`src/rtl/sref_pkg.sv`:
```
package sref_pkg;

    typedef enum logic [1:0] {
        SREF_ONESHOT  = 2'b00,
        SREF_PERIODIC = 2'b01,
        SREF_GAPPED   = 2'b10,
        SREF_PER_ALT  = 2'b11
    } sref_kind_e;

    typedef enum logic [1:0] {
        OS_IDLE  = 2'b00,
        OS_ARMED = 2'b01,
        OS_FIRE  = 2'b10
    } os_state_e;

    // Field positions inside the control word
    localparam int KIND_LSB  = 0;
    localparam int MULT_LSB  = 2;
    localparam int MULT_W    = 5;
    localparam int DUTY_LSB  = 8;
    localparam int DUTY_W    = 8;
    localparam int PHASE_BIT = 16;
    localparam int TRIG_BIT  = 17;
    localparam int MAX_PROD  = 16;

endpackage

```
`src/rtl/sref_cfg_capture.sv`:
```
module sref_cfg_capture
    import sref_pkg::*;
#(
    parameter int E_W   = 5,
    parameter int PER_W = E_W + 4
) (
    input  logic                 clk,
    input  logic                 rst_n,
    input  logic [1:0]           kind_in,
    input  logic [MULT_W-1:0]    mult_in,
    input  logic [DUTY_W-1:0]    duty_in,
    input  logic [E_W-1:0]       e_in,
    output sref_kind_e           kind_q,
    output logic [PER_W-1:0]     period_q,
    output logic [PER_W-1:0]     high_q
);
    localparam int PROD_W = E_W + MULT_W;

    logic [E_W-1:0]    e_eff;
    logic [PROD_W-1:0] prod_raw;
    logic              prod_legal;
    logic [PROD_W-1:0] prod_eff;
    logic [PER_W-1:0]  per_calc;
    logic [PER_W-1:0]  half_calc;
    logic [PER_W-1:0]  duty_ext;
    logic [PER_W-1:0]  high_calc;
    sref_kind_e        kind_calc;

    always_comb begin
        e_eff      = (e_in == '0) ? E_W'(1) : e_in;
        prod_raw   = PROD_W'(e_eff) * PROD_W'(mult_in);
        prod_legal = (prod_raw != '0) && (prod_raw <= PROD_W'(MAX_PROD));
        prod_eff   = prod_legal ? prod_raw : PROD_W'(e_eff);
        per_calc   = {prod_eff[PER_W-5:0], 4'b0000};
        half_calc  = per_calc >> 1;
        duty_ext   = PER_W'(duty_in);
        kind_calc  = sref_kind_e'(kind_in);
        if (kind_calc == SREF_GAPPED && duty_in != '0 && duty_ext < per_calc)
            high_calc = duty_ext;
        else
            high_calc = half_calc;
    end

    always_ff @(posedge clk) begin
        if (!rst_n) begin
            kind_q   <= kind_calc;
            period_q <= per_calc;
            high_q   <= high_calc;
        end
    end


    high_in_range_chk: assert property (@(posedge clk) disable iff (!rst_n)
        (high_q != '0) && (high_q < period_q));


    cfg_frozen_chk: assert property (@(posedge clk) disable iff (!rst_n)
        $past(rst_n) |-> ($stable(period_q) && $stable(high_q) && $stable(kind_q)));

endmodule

```
`src/rtl/sref_period_gen.sv`:
```
module sref_period_gen #(
    parameter int PER_W = 9
) (
    input  logic             clk,
    input  logic             rst_n,
    input  logic [PER_W-1:0] period,
    input  logic [PER_W-1:0] high,
    output logic             active
);
    logic [PER_W-1:0] phase_q;
    logic             at_end;

    assign at_end = (phase_q == period - PER_W'(1));

    always_ff @(posedge clk) begin
        if (!rst_n)
            phase_q <= '0;
        else if (at_end)
            phase_q <= '0;
        else
            phase_q <= phase_q + PER_W'(1);
    end

    assign active = (phase_q < high);


    phase_in_range_chk: assert property (@(posedge clk) disable iff (!rst_n)
        phase_q < period);


    phase_wrap_chk: assert property (@(posedge clk) disable iff (!rst_n)
        (phase_q == period - PER_W'(1)) |=> (phase_q == '0));

endmodule

```
`src/rtl/sref_oneshot_fsm.sv`:
```
module sref_oneshot_fsm
    import sref_pkg::*;
#(
    parameter int PULSE_LEN = 16,
    parameter int CNT_W     = (PULSE_LEN > 1) ? $clog2(PULSE_LEN) : 1
) (
    input  logic clk,
    input  logic rst_n,
    input  logic enable,
    input  logic trig,
    output logic fire
);
    localparam logic [CNT_W-1:0] LAST = CNT_W'(PULSE_LEN - 1);

    os_state_e        state_q, state_d;
    logic [CNT_W-1:0] len_q;

    // next-state logic
    always_comb begin
        state_d = state_q;
        unique case (state_q)
            OS_IDLE:  if (enable && trig) state_d = OS_ARMED;
            OS_ARMED: if (!trig)          state_d = OS_FIRE;
            OS_FIRE:  if (len_q == LAST)  state_d = OS_IDLE;
            default:                      state_d = OS_IDLE;
        endcase
    end

    // state register
    always_ff @(posedge clk) begin
        if (!rst_n)
            state_q <= OS_IDLE;
        else
            state_q <= state_d;
    end

    // pulse length counter
    always_ff @(posedge clk) begin
        if (!rst_n || state_q != OS_FIRE)
            len_q <= '0;
        else
            len_q <= len_q + CNT_W'(1);
    end

    // outputs
    always_comb begin
        fire = (state_q == OS_FIRE);
    end


    fire_entry_chk: assert property (@(posedge clk) disable iff (!rst_n)
        (state_q == OS_FIRE && $past(state_q) != OS_FIRE) |-> ($past(state_q) == OS_ARMED && !$past(trig)));


    fire_exit_chk: assert property (@(posedge clk) disable iff (!rst_n)
        (state_q == OS_FIRE && len_q == LAST) |=> (state_q == OS_IDLE));


    idle_when_off_chk: assert property (@(posedge clk) disable iff (!rst_n)
        !enable |-> (state_q == OS_IDLE));

endmodule

```
`src/rtl/sref_pulse_gen.sv`:
```
module sref_pulse_gen
    import sref_pkg::*;
#(
    parameter int E_W       = 5,
    parameter int PULSE_LEN = 16,
    localparam int PER_W    = ((E_W > 5) ? E_W : 5) + 4
) (
    input  logic             clk,
    input  logic             rst_n,
    input  logic [31:0]      ctrl_word,
    input  logic [E_W-1:0]   e_param,
    output logic             sysref_o,
    output logic [PER_W-1:0] period_o
);
    sref_kind_e       kind_q;
    logic [PER_W-1:0] high_q;
    logic             per_active;
    logic             os_fire;
    logic             is_oneshot;
    logic             phase_bit;
    logic             level;
    logic             unused_bits;

    assign unused_bits = ^{ctrl_word[31:18], ctrl_word[7]};
    assign phase_bit   = ctrl_word[PHASE_BIT];

    sref_cfg_capture #(.E_W(E_W), .PER_W(PER_W)) u_cfg (
        .clk      (clk),
        .rst_n    (rst_n),
        .kind_in  (ctrl_word[KIND_LSB +: 2]),
        .mult_in  (ctrl_word[MULT_LSB +: MULT_W]),
        .duty_in  (ctrl_word[DUTY_LSB +: DUTY_W]),
        .e_in     (e_param),
        .kind_q   (kind_q),
        .period_q (period_o),
        .high_q   (high_q)
    );

    sref_period_gen #(.PER_W(PER_W)) u_per (
        .clk    (clk),
        .rst_n  (rst_n),
        .period (period_o),
        .high   (high_q),
        .active (per_active)
    );

    assign is_oneshot = (kind_q == SREF_ONESHOT);

    sref_oneshot_fsm #(.PULSE_LEN(PULSE_LEN)) u_os (
        .clk    (clk),
        .rst_n  (rst_n),
        .enable (is_oneshot),
        .trig   (ctrl_word[TRIG_BIT]),
        .fire   (os_fire)
    );

    always_comb begin
        level = is_oneshot ? os_fire : per_active;
    end

    always_ff @(posedge clk) begin
        if (!rst_n)
            sysref_o <= phase_bit;
        else
            sysref_o <= level ^ phase_bit;
    end


    period_bound_chk: assert property (@(posedge clk) disable iff (!rst_n)
        (period_o >= PER_W'(16)) && (period_o[3:0] == 4'd0));

endmodule

```
`config.mk`:
```
export PLATFORM = sky130hd
export DESIGN_NAME = sref_pulse_gen
export DESIGN_NICKNAME = d
export VERILOG_FILES = /design/src/rtl/sref_pkg.sv /design/src/rtl/sref_cfg_capture.sv /design/src/rtl/sref_period_gen.sv /design/src/rtl/sref_oneshot_fsm.sv /design/src/rtl/sref_pulse_gen.sv
export SDC_FILE = /design/constraint.sdc
export NUM_CORES = 1
export LEC_CHECK = 0
export ABC_AREA = 1
export ABC_CLOCK_PERIOD_IN_PS = 6070
export BUFFER_PORTS_ARGS = -buffer_cell sky130_fd_sc_hd__buf_2
export CORE_UTILIZATION = 55
export DETAILED_ROUTE_END_ITERATION = 10
export PLACE_DENSITY_LB_ADDON = 0.3
export RECOVER_POWER = 50
export SYNTH_ARGS = -nofsm -noshare
export SYNTH_HDL_FRONTEND = slang
export SYNTH_SLANG_ARGS = --single-unit
```
`constraint.sdc`:
```
create_clock -name clk -period 6.07 [get_ports clk]
set_clock_uncertainty 0.15 [all_clocks]
set_input_delay 0.3035 -clock clk [delete_from_list [all_inputs] [get_ports clk]]
set_output_delay 0.3035 -clock clk [all_outputs]
set_load 0.05 [all_outputs]
```
# Word-level counts from Yosys, hierarchy flattened
# Cells that the tools add are included.
# word_totals
reg_bits	32
latchBits	0
ramBits	0
rom_bits	0
in_bits	39
output_inout_bits	10
elab_cells	48
mem_count	0
# classes
add_sub_neg	3
mul	1
div_mod_pow	0
magnitude_cmp	3
eq_ne	9
n_shift	0
mux	9
bitwise_logic	2
reduce_logical	13
# op_table
operator	n
$le A10 B5 Y1 const B	1
$mul A5 B5 Y10	1
$mux W5	2
$reduce_bool A10 Y1	1
$add A9 B1 Y9 const B	1
$eq A9 B9 Y1	1
$lt A8 B9 Y1	1
$lt A9 B9 Y1	1
$sub A9 B1 Y9 const B	1
$mux W8	1
$reduce_bool A8 Y1	1
$mux W2	3
$pmux W2 S3	1
$logic_not A5 Y1	1
$add A4 B1 Y4 const B	1
$eq A2 B2 Y1 const B	2
$eq A4 B4 Y1 const B	1
$logic_and A1 B1 Y1	4
$logic_not A2 Y1	2
$ne A2 B1 Y1 const B	2
$ne A2 B2 Y1 const B	2
$reduce_and A3 Y1	1
$eq A2 B1 Y1 const B	1
$mux W1	2
5 further kinds	5

# Logic depth before layout (Yosys ltp)
# Gate-level depths: netlist (run 1).
# logic_depth
depth_word	9
ltp_mapped	28
depth_no_buf	28

# Hierarchy
# From an unflattened synthesis (run 1), not the netlist that was laid out.
# unflattened
cells_unflattened	428
hier_area_um2	2985.4
# modules_own_cells
mod	instances	cells_each	area_each_um2	seq_area_each_um2
sref_cfg_capture	1	227	1699.1	450.4
sref_period_gen	1	161	962.2	180.2
sref_oneshot_fsm	1	30	260.2	120.1
sref_pulse_gen	1	10	63.8	20.0

# Worst setup path after synthesis (run 1)
# No wires, ideal clock.
# synth_path
path_type	input -> register
from	in e_param[2]
to	reg u_cfg.high_q[4] (data pin)
setup_ns	0.252
arrival_time_ns	4.335
required_ns	5.668
path_slack_ns	1.333
cell_stages	25
n_path_buf	0
path_cell_list	nor2_1 -> nand2_1 -> nand2_2 -> nand2_1 -> fa_1 -> fa_1 -> inv_1 -> fa_1 -> ha_1 -> a21oi_2 -> nand2_2 -> nand2_1 -> nand3b_1 -> nand2_1 -> inv_1 -> nand3_2 -> mux2_2 -> inv_1 -> ha_1 -> a21oi_1 -> nor2_1 -> nor2_4 -> nand2_4 -> nand2_1 -> nand2_1
# synth_via
elab_chain_len	9
elab_cells_between_ends	10
classes_between	1 x mul; 2 x order compare; 3 x mux; 4 x reduce/logical
# synth_rtl
element	line	text
start: declaration	sref_pulse_gen.sv:11	input logic [E_W-1:0] e_param,
$logic_not A5 Y1	sref_cfg_capture.sv:30	e_eff = (e_in == '0) ? E_W'(1) : e_in;
$mux W5 *	sref_cfg_capture.sv:30	
$mul A5 B5 Y10	sref_cfg_capture.sv:31	prod_raw = PROD_W'(e_eff) * PROD_W'(mult_in);
$le A10 B5 Y1 or $reduce_bool A10 Y1 (tied branches)	sref_cfg_capture.sv:32	prod_legal = (prod_raw != '0) && (prod_raw <= PROD_W'(MAX_PROD));
$logic_and A1 B1 Y1	sref_cfg_capture.sv:32	
$mux W5 *	sref_cfg_capture.sv:33	prod_eff = prod_legal ? prod_raw : PROD_W'(e_eff);
named net u_cfg.prod_eff[2]	sref_cfg_capture.sv:22	logic [PROD_W-1:0] prod_eff;
$lt A8 B9 Y1 *	sref_cfg_capture.sv:38	if (kind_calc == SREF_GAPPED && duty_in != '0 && duty_ext < per_calc)
$logic_and A1 B1 Y1 *	sref_cfg_capture.sv:38	
$mux W8 *	sref_cfg_capture.sv:38	
named net u_cfg.high_calc[4]	sref_cfg_capture.sv:26	logic [PER_W-1:0] high_calc;
end signal: assignment	sref_cfg_capture.sv:48	high_q <= high_calc;
end: declaration	sref_cfg_capture.sv:15	output logic [PER_W-1:0] high_q
# Mark *: on every way through the listed nets, which the timed path passes. The rest lies on a longest branch.
# A chain may end at the register's enable or synchronous reset.

# Final worst setup path (run 1)
# layout_path
from	in e_param[2]
to	reg u_cfg.high_q[5] (data pin)
# layout_via
elab_chain_len	9
elab_cells_between_ends	10
classes_between	1 x mul; 2 x order compare; 3 x mux; 4 x reduce/logical
# layout_rtl
element	line
$logic_not A5 Y1	sref_cfg_capture.sv:30
$mux W5 *	sref_cfg_capture.sv:30
$mul A5 B5 Y10	sref_cfg_capture.sv:31
$le A10 B5 Y1 or $reduce_bool A10 Y1 (tied branches)	sref_cfg_capture.sv:32
$logic_and A1 B1 Y1	sref_cfg_capture.sv:32
$mux W5 *	sref_cfg_capture.sv:33
named net u_cfg.prod_eff[2]	sref_cfg_capture.sv:22
$lt A8 B9 Y1	sref_cfg_capture.sv:38
$logic_and A1 B1 Y1	sref_cfg_capture.sv:38
$mux W8 *	sref_cfg_capture.sv:38
named net u_cfg.high_calc[5]	sref_cfg_capture.sv:26
# Marked as above.

==> results by group, run 1 <==
Critical path
  – Reg-to-Reg Start: u_per.phase_q[2]
  – Last element of the critical path: u_cfg.high_q[5]
  – Worst Setup Start Kind: input pin
  – Worst reg2reg path depth: 11
  – CP Class: in2reg
  – CP Capture Type: flop
  – Origin of the worst setup path: e_param[2]
  – RR Endpoint: sysref_o
  – CP required: 5.95 ns
  – Critical Path AT: 4.87 ns
  – R2R Setup Slk: 4.24 ns
  – Worst-path fanout max: 8

Pwr
  – PD cells: 229 nW/um^2
  – Final Power: 0.667 mW
  – Switch share: 36.5%
  – Static Leak: 1.56 nW
  – Clock group share of total power: 24.0%
  – Cell-internal power: 0.424 mW
  – Switch Pwr: 0.243 mW
  – Logic gate share of total power: 38.8%
  – Max VDD drop: 0.000113 V
  – Flop pwr share: 37.1%

Flow run
  – Max Cap Viol: 0

CTS
  – Reg clk slew, reported paths: 0.06 ns
  – Clock Root Buffer: clkbuf_8
  – Worst skew pair latency: 0.28 ns
  – CTS Sinks: 31
  – H-tree depth reported by CTS: 2
  – TritonCTS clock tree: yes
  – Clock Tree Buf Depth: 2
  – PostCTS Resize Cnt: 0
  – Number of buffers created by CTS: 5
  – # Post-CTS Setup Buffers: 0
  – Hold buffers post-CTS: 0

Routing
  – DR pass1 iterations: 7
  – Final WL: 4.75 mm
  – DR iter-0 viols: 97
  – Via-per-instance ratio: 4.97
  – Number of remaining DRC errors: 2
  – Antenna-violating nets left: 0
  – DR WL/cell: 11.0 um
  – Via count: 2152

STA
  – Hold Fails Final Rpt: 0
  – Fin crit period: 4.99 ns
  – RSZ-0062 raised after global routing: no
  – Worst Setup Slack, final: 1.08 ns
  – Setup_tns: 0 ns
  – Setup-failing EPs final: 0
  – Worst-margin pin slew: 0.602 ns
  – Slew margin rel.: 59.8%
  – Slew Viols, Final: 0
  – Crit share post-route: 82.2%
  – F_max: 200 MHz

Logic synthesis
  – Top-count cell post-synth: nand2_1
  – EDFF count, synth: 15
  – Top-area cell type share of the netlist area: 17.1%
  – Async S/R FF share, synth: 0%
  – Avg Cell Area, Syn: 7.64 sq um
  – Yosys reg bits: 31
  – Top cells by area, synth: edfxtp_1 (17%), ha_1 (15%), nand2_1 (12%)
  – Cell area after synthesis: 2640 sq um
  – Area leader, netlist: edfxtp_1
  – Seq/Total Area, Yosys: 29.2%
  – Synth unique cells: 31
  – Ys Warns: 0
  – Top FF cell, synth: dfxtp_1
  – Top cells by count, synth: nand2_1 (86), inv_1 (69), ha_1 (31)
  – Post-Synthesis Cells: 345

Placement
  – Final Wtd Congestion: 0.893
  – Setup WS pre-CTS: 0.741 ns
  – Dpl cells: 425
  – Port Buffer Count: 29
  – HPWL after DPL: 4.03 mm

Status
  – Failing checks: design-rule violations
  – Status: complete, but fails checks

Layout
  – Layout cells sized above 1: 12.6%
  – Layout area overhead: 10.4%
  – Fill cells: 388
  – Ant diodes: 0
  – Util after Layout: 65.0%
  – Number of cells in the finished layout apart from fillers: 433
  – Total Nets Final: 459

Floorplan
  – I/O pin total: 49
  – Row count: 24
  – Die Y: 71.2 um
  – Die Wd: 71.2 um
  – Full die area: 5070 sq um
  – Starting Density: 58.9%
  – Core ar.: 4470 sq um

Worst hold path
  – Hold WC Path Type: in2reg
  – Hold path depth: 2

Global route
  – First-pass GRT wire length: 8.40 mm
  – Largest net degree at the start of global routing: 18
  – Gr usage total: 20.8%
  – GRT Residual Overflow: 0
  – Vias in the first global route: 2065
  – Initial antenna violation count: 0
==> cells by family (layout without fill, tap and decap cells) <==
family	Yosys count	count (layout)	share of synthesized area [%]
adder cells (fa/ha/maj)	40	40	21.6
other	1	4	0.142
multiplexers	3	3	1.28
flip-flops	31	31	29.2
buffers and inverters	73	106	11.0
AND/OR/NAND/NOR	166	166	28.3
AO/OA/AOI/OAI	17	17	3.89
XOR/XNOR	14	14	4.65
==> layout by cell type, fill, tap and decap left out, types with 2 or more instances in the layout <==
cell type   n
nand3b_1    2
nand2_2     6
nand2_1    86
xor2_1      6
nor2_2      2
nand3_2     4
nor4_1      2
a21oi_1     9
edfxtp_1   15
mux2_2      3
fa_1        9
ha_1       31
clkbuf_1    6
clkbuf_8    6
inv_1      69
buf_2      24
dfxtp_1    16
conb_1      4
xnor2_1     8
o21ai_0     3
nand3_1    22
nor2_1     29
nand4_1     3
nor3_1      6
==> metal layers <==
layer  up-vias  routed length, um  GRT usage [%]
li1       1143                  -              -
met2        20               2570           41.0
met1       983               2030           22.1
met3         6                 67           2.95
met5         -                  0              0
met4         0                 84           7.78
==> registers in the layout, summed over array words and instances (netlist names) <==
register        flops
u_os.len_q          4
u_cfg.period_q      5
u_os.state_q        2
u_cfg.high_q        8
sysref_o            1
u_per.phase_q       9
u_cfg.kind_q        2
==> worst min-delay path by stage <==
stage                        from             to  slack [ns]
finish              ctrl_word[16]       sysref_o        0.05
global route        ctrl_word[16]       sysref_o        0.05
CTS                 ctrl_word[16]       sysref_o        0.05
detailed placement  u_os.len_q[0]  u_os.len_q[0]        0.31
global placement    u_os.len_q[0]  u_os.len_q[0]        0.29
floorplan           ctrl_word[16]       sysref_o        0.25
==> critical path, stage by stage <==
cell      delay, ns
buf_2          0.15
nor2_1         0.12
nand2_1        0.07
nand2_2        0.10
nand2_1        0.08
fa_1           0.51
fa_1           0.55
inv_1          0.07
fa_1           0.48
ha_1           0.40
a21oi_2        0.22
nand2_2        0.09
nand2_1        0.09
nand3b_1       0.07
nand2_1        0.09
inv_1          0.05
nand3_2        0.13
mux2_2         0.37
inv_1          0.06
ha_1           0.23
a21oi_1        0.16
nor2_1         0.09
nor2_4         0.16
nand2_4        0.10
nand2_1        0.07
nand2_1        0.06
==> metrics by stage <==
step | area (sq um) | hold WS, ns
floorplan | 2650 | 0.250
global placement | 2830 | 0.287
detailed placement | 2830 | 0.306
CTS | 2920 | 0.0478
global route | 2910 | 0.0471
finish | 2910 | 0.0545
==> power groups by stage <==
stage	clock network [mW]	registers [mW]	logic [mW]
4_1_cts	0.164	0.248	0.263
3_3_place_gp	0	0.251	0.251
3_5_place_dp	0	0.252	0.262
5_1_grt	0.174	0.249	0.297
2_1_floorplan	0	0.270	0.188
6_report	0.160	0.248	0.259
==> area by class of cell <==
cell class,count,area (sq um),area share [%]
clock buffer,7,86.3,2.97
clock inverter,1,3.75,0.129
inverter,69,259,8.90
multi-input combinational,244,1590,54.5
sequential,31,771,26.5
tap,52,65.1,2.24
timing repair buffer,29,139,4.77
(Power assumes the default switching activity.)
==> inputs of run 2 (changes only) <==
Settings changed: ABC_CLOCK_PERIOD_IN_PS 6070 to 4500, CORE_UTILIZATION 55 to 51.
Clock period 6.07 ns to 4.5 ns, I/O delays scaled along.
==> results by group, run 2 (synthesized netlist as in run 1, its figures left out) <==
Layout
  – Most flop-heavy register: u_per.phase_q
  – Fill cells: 392
  – Largest regs: u_per.phase_q x9, u_cfg.high_q x8, u_cfg.period_q x5
  – Area taken by flip-flops and latches: 771 sq um
  – Max reg flops: 9
  – Area of the multi-input gates: 1790 sq um
  – Commonest cells after routing, fill and taps aside: nand2_1 (76), inv_1 (66), ha_1 (26), nor2_1 (24), buf_2 (23)
  – Layout area overhead: 28.1%
  – Fin area: 3370 sq um
  – Total Nets Final: 483
  – Ant diodes: 0
  – Commonest non-fill, non-tap cell in the layout: nand2_1
  – Layout cells sized above 1: 25.4%

Global route
  – Gr usage total: 21.5%
  – GRT Residual Overflow: 0
  – Initial antenna violation count: 0
  – Vias in the first global route: 2133
  – Largest net degree at the start of global routing: 18
  – First-pass GRT wire length: 8.85 mm

Pwr
  – Static Leak: 1.73 nW
  – Max VDD drop: 0.000156 V
  – PD cells: 324 nW/um^2

Critical path
  – CP required: 4.38 ns
  – Worst Setup Start Kind: input pin
  – Critical Path AT: 4.37 ns
  – R2R Setup Slk: 2.63 ns
  – Worst-path fanout max: 8
  – Worst reg2reg path depth: 7
  – CP Class: in2reg
  – CP Capture Type: flop

Placement
  – HPWL after DPL: 4.22 mm
  – Final Wtd Congestion: 0.801
  – Dpl cell area: 3020 sq um
  – Port Buffer Count: 29

STA
  – Worst-margin pin slew: 0.593 ns
  – RSZ-0062 raised after global routing: yes
  – Setup_tns: 0 ns
  – F_max: 223 MHz
  – Hold Fails Final Rpt: 0
  – Hold WS: 0.0541 ns
  – Crit share post-route: 99.8%
  – Slew margin rel.: 60.4%
  – Slew Viols, Final: 0
  – Setup-failing EPs final: 0
  – Fin crit period: 4.49 ns

Floorplan
  – Row count: 25
  – Core ar.: 4850 sq um
  – Starting Density: 54.3%
  – I/O pin total: 49
  – Die Y: 73.9 um
  – Die Wd: 73.9 um
  – Full die area: 5460 sq um

CTS
  – H-tree depth reported by CTS: 2
  – Worst skew pair latency: 0.28 ns
  – Reg clk slew, reported paths: 0.07 ns
  – CTS Sinks: 31
  – Clock Root Buffer: clkbuf_8
  – Number of buffers created by CTS: 5
  – Clock Tree Buf Depth: 2
  – TritonCTS clock tree: yes

Routing
  – Number of remaining DRC errors: 0
  – Antenna-violating nets left: 0
  – Via count: 2321
  – DR iter-0 viols: 73
  – Final WL: 5.64 mm
  – DR pass1 iterations: 4
  – DR WL/cell: 12.0 um
  – Via-per-instance ratio: 4.92

Worst hold path
  – Hold WC Path Type: in2reg
  – Hold path depth: 2

Status
  – Status: finished, final reports clean

Flow run
  – Max Cap Viol: 0
-- run 2: cell types whose count changed in the layout (fill, tap and decap cells not counted), sizes merged --
| cell | previous run | this run |
|---|---|---|
| bufinv | 0 | 1 |
| buf | 24 | 48 |
| clkinv | 1 | 2 |
| dlygate4sd3 | 0 | 3 |
| clkbuf | 12 | 7 |
-- run 2: critical path, stage by stage --
cell and delay, ns:
buf_6 0.10, nor2_4 0.09, nand2_1 0.06, nand2_2 0.08, nand2_2 0.06, fa_1 0.46, fa_1 0.50, inv_2 0.04
fa_1 0.48, ha_4 0.38, nand2_1 0.09, nand2_2 0.11, nand3_2 0.08, nand2_2 0.09, nand3_2 0.10, nor2_4 0.11
nand3_4 0.12, mux2_4 0.35, inv_4 0.06, ha_4 0.20, a21oi_4 0.17, nor2_4 0.05, nor2_4 0.14, nand2_4 0.10
nand2_2 0.07, nand2_1 0.04
-- run 2: path summary, 6_finish.rpt --
kind	startpoint	endpoint
setup / recovery	e_param[4]	u_cfg.high_q[3]
hold / removal	ctrl_word[17]	u_os.state_q[0]
setup reg to reg	u_cfg.period_q[4]	u_per.phase_q[4]
hold reg to reg	u_os.len_q[0]	u_os.len_q[0]
-- run 2: metrics by stage --
stage	setup slack [ns]	power [mW]	util [%]	instances
after floorplan	0.00284	0.634	-	348
after global placement	-0.207	0.729	62.3	459
after detailed placement	-0.297	0.744	62.3	459
after CTS	0.00148	1.02	65.6	470
after global routing	-0.160	1.16	69.6	472
final	0.00737	1.09	69.6	472
-- run 2: what timing repair did --
item / CTS / global route
gates cloned: 0 / 0
setup buffers: 0 / 2
hold buffers: 3 / 0
gates resized for setup: 4 / 44
hold endpoints to repair: 3 / 0
endpoints found under the setup margin: 2 / 8
pin swaps: 6 / 18
-- run 2: area by class of cell --
type | count | share of cell area, %
Inverter | 69 | 7.75
Multi-Input combinational cell | 244 | 53.0
Clock buffer | 5 | 2.04
Timing Repair Buffer | 53 | 10.8
Sequential cell | 31 | 22.8
Clock inverter | 3 | 1.15
Tap cell | 67 | 2.48
-- run 2: metal layers --
layer  GRT usage [%]  wire (um)  vias up
li1                -          -     1201
met1            24.4       2350     1082
met2            40.2       3120       30
met3            3.43         94        8
met4            8.12         78        0
met5               0          0        -
-- run 2: power breakdown --
group	switching (mW)	total, mW	internal, mW
Clock	0.0995	0.261	0.162
Sequential	0.0111	0.334	0.323
Combinational	0.288	0.498	0.210
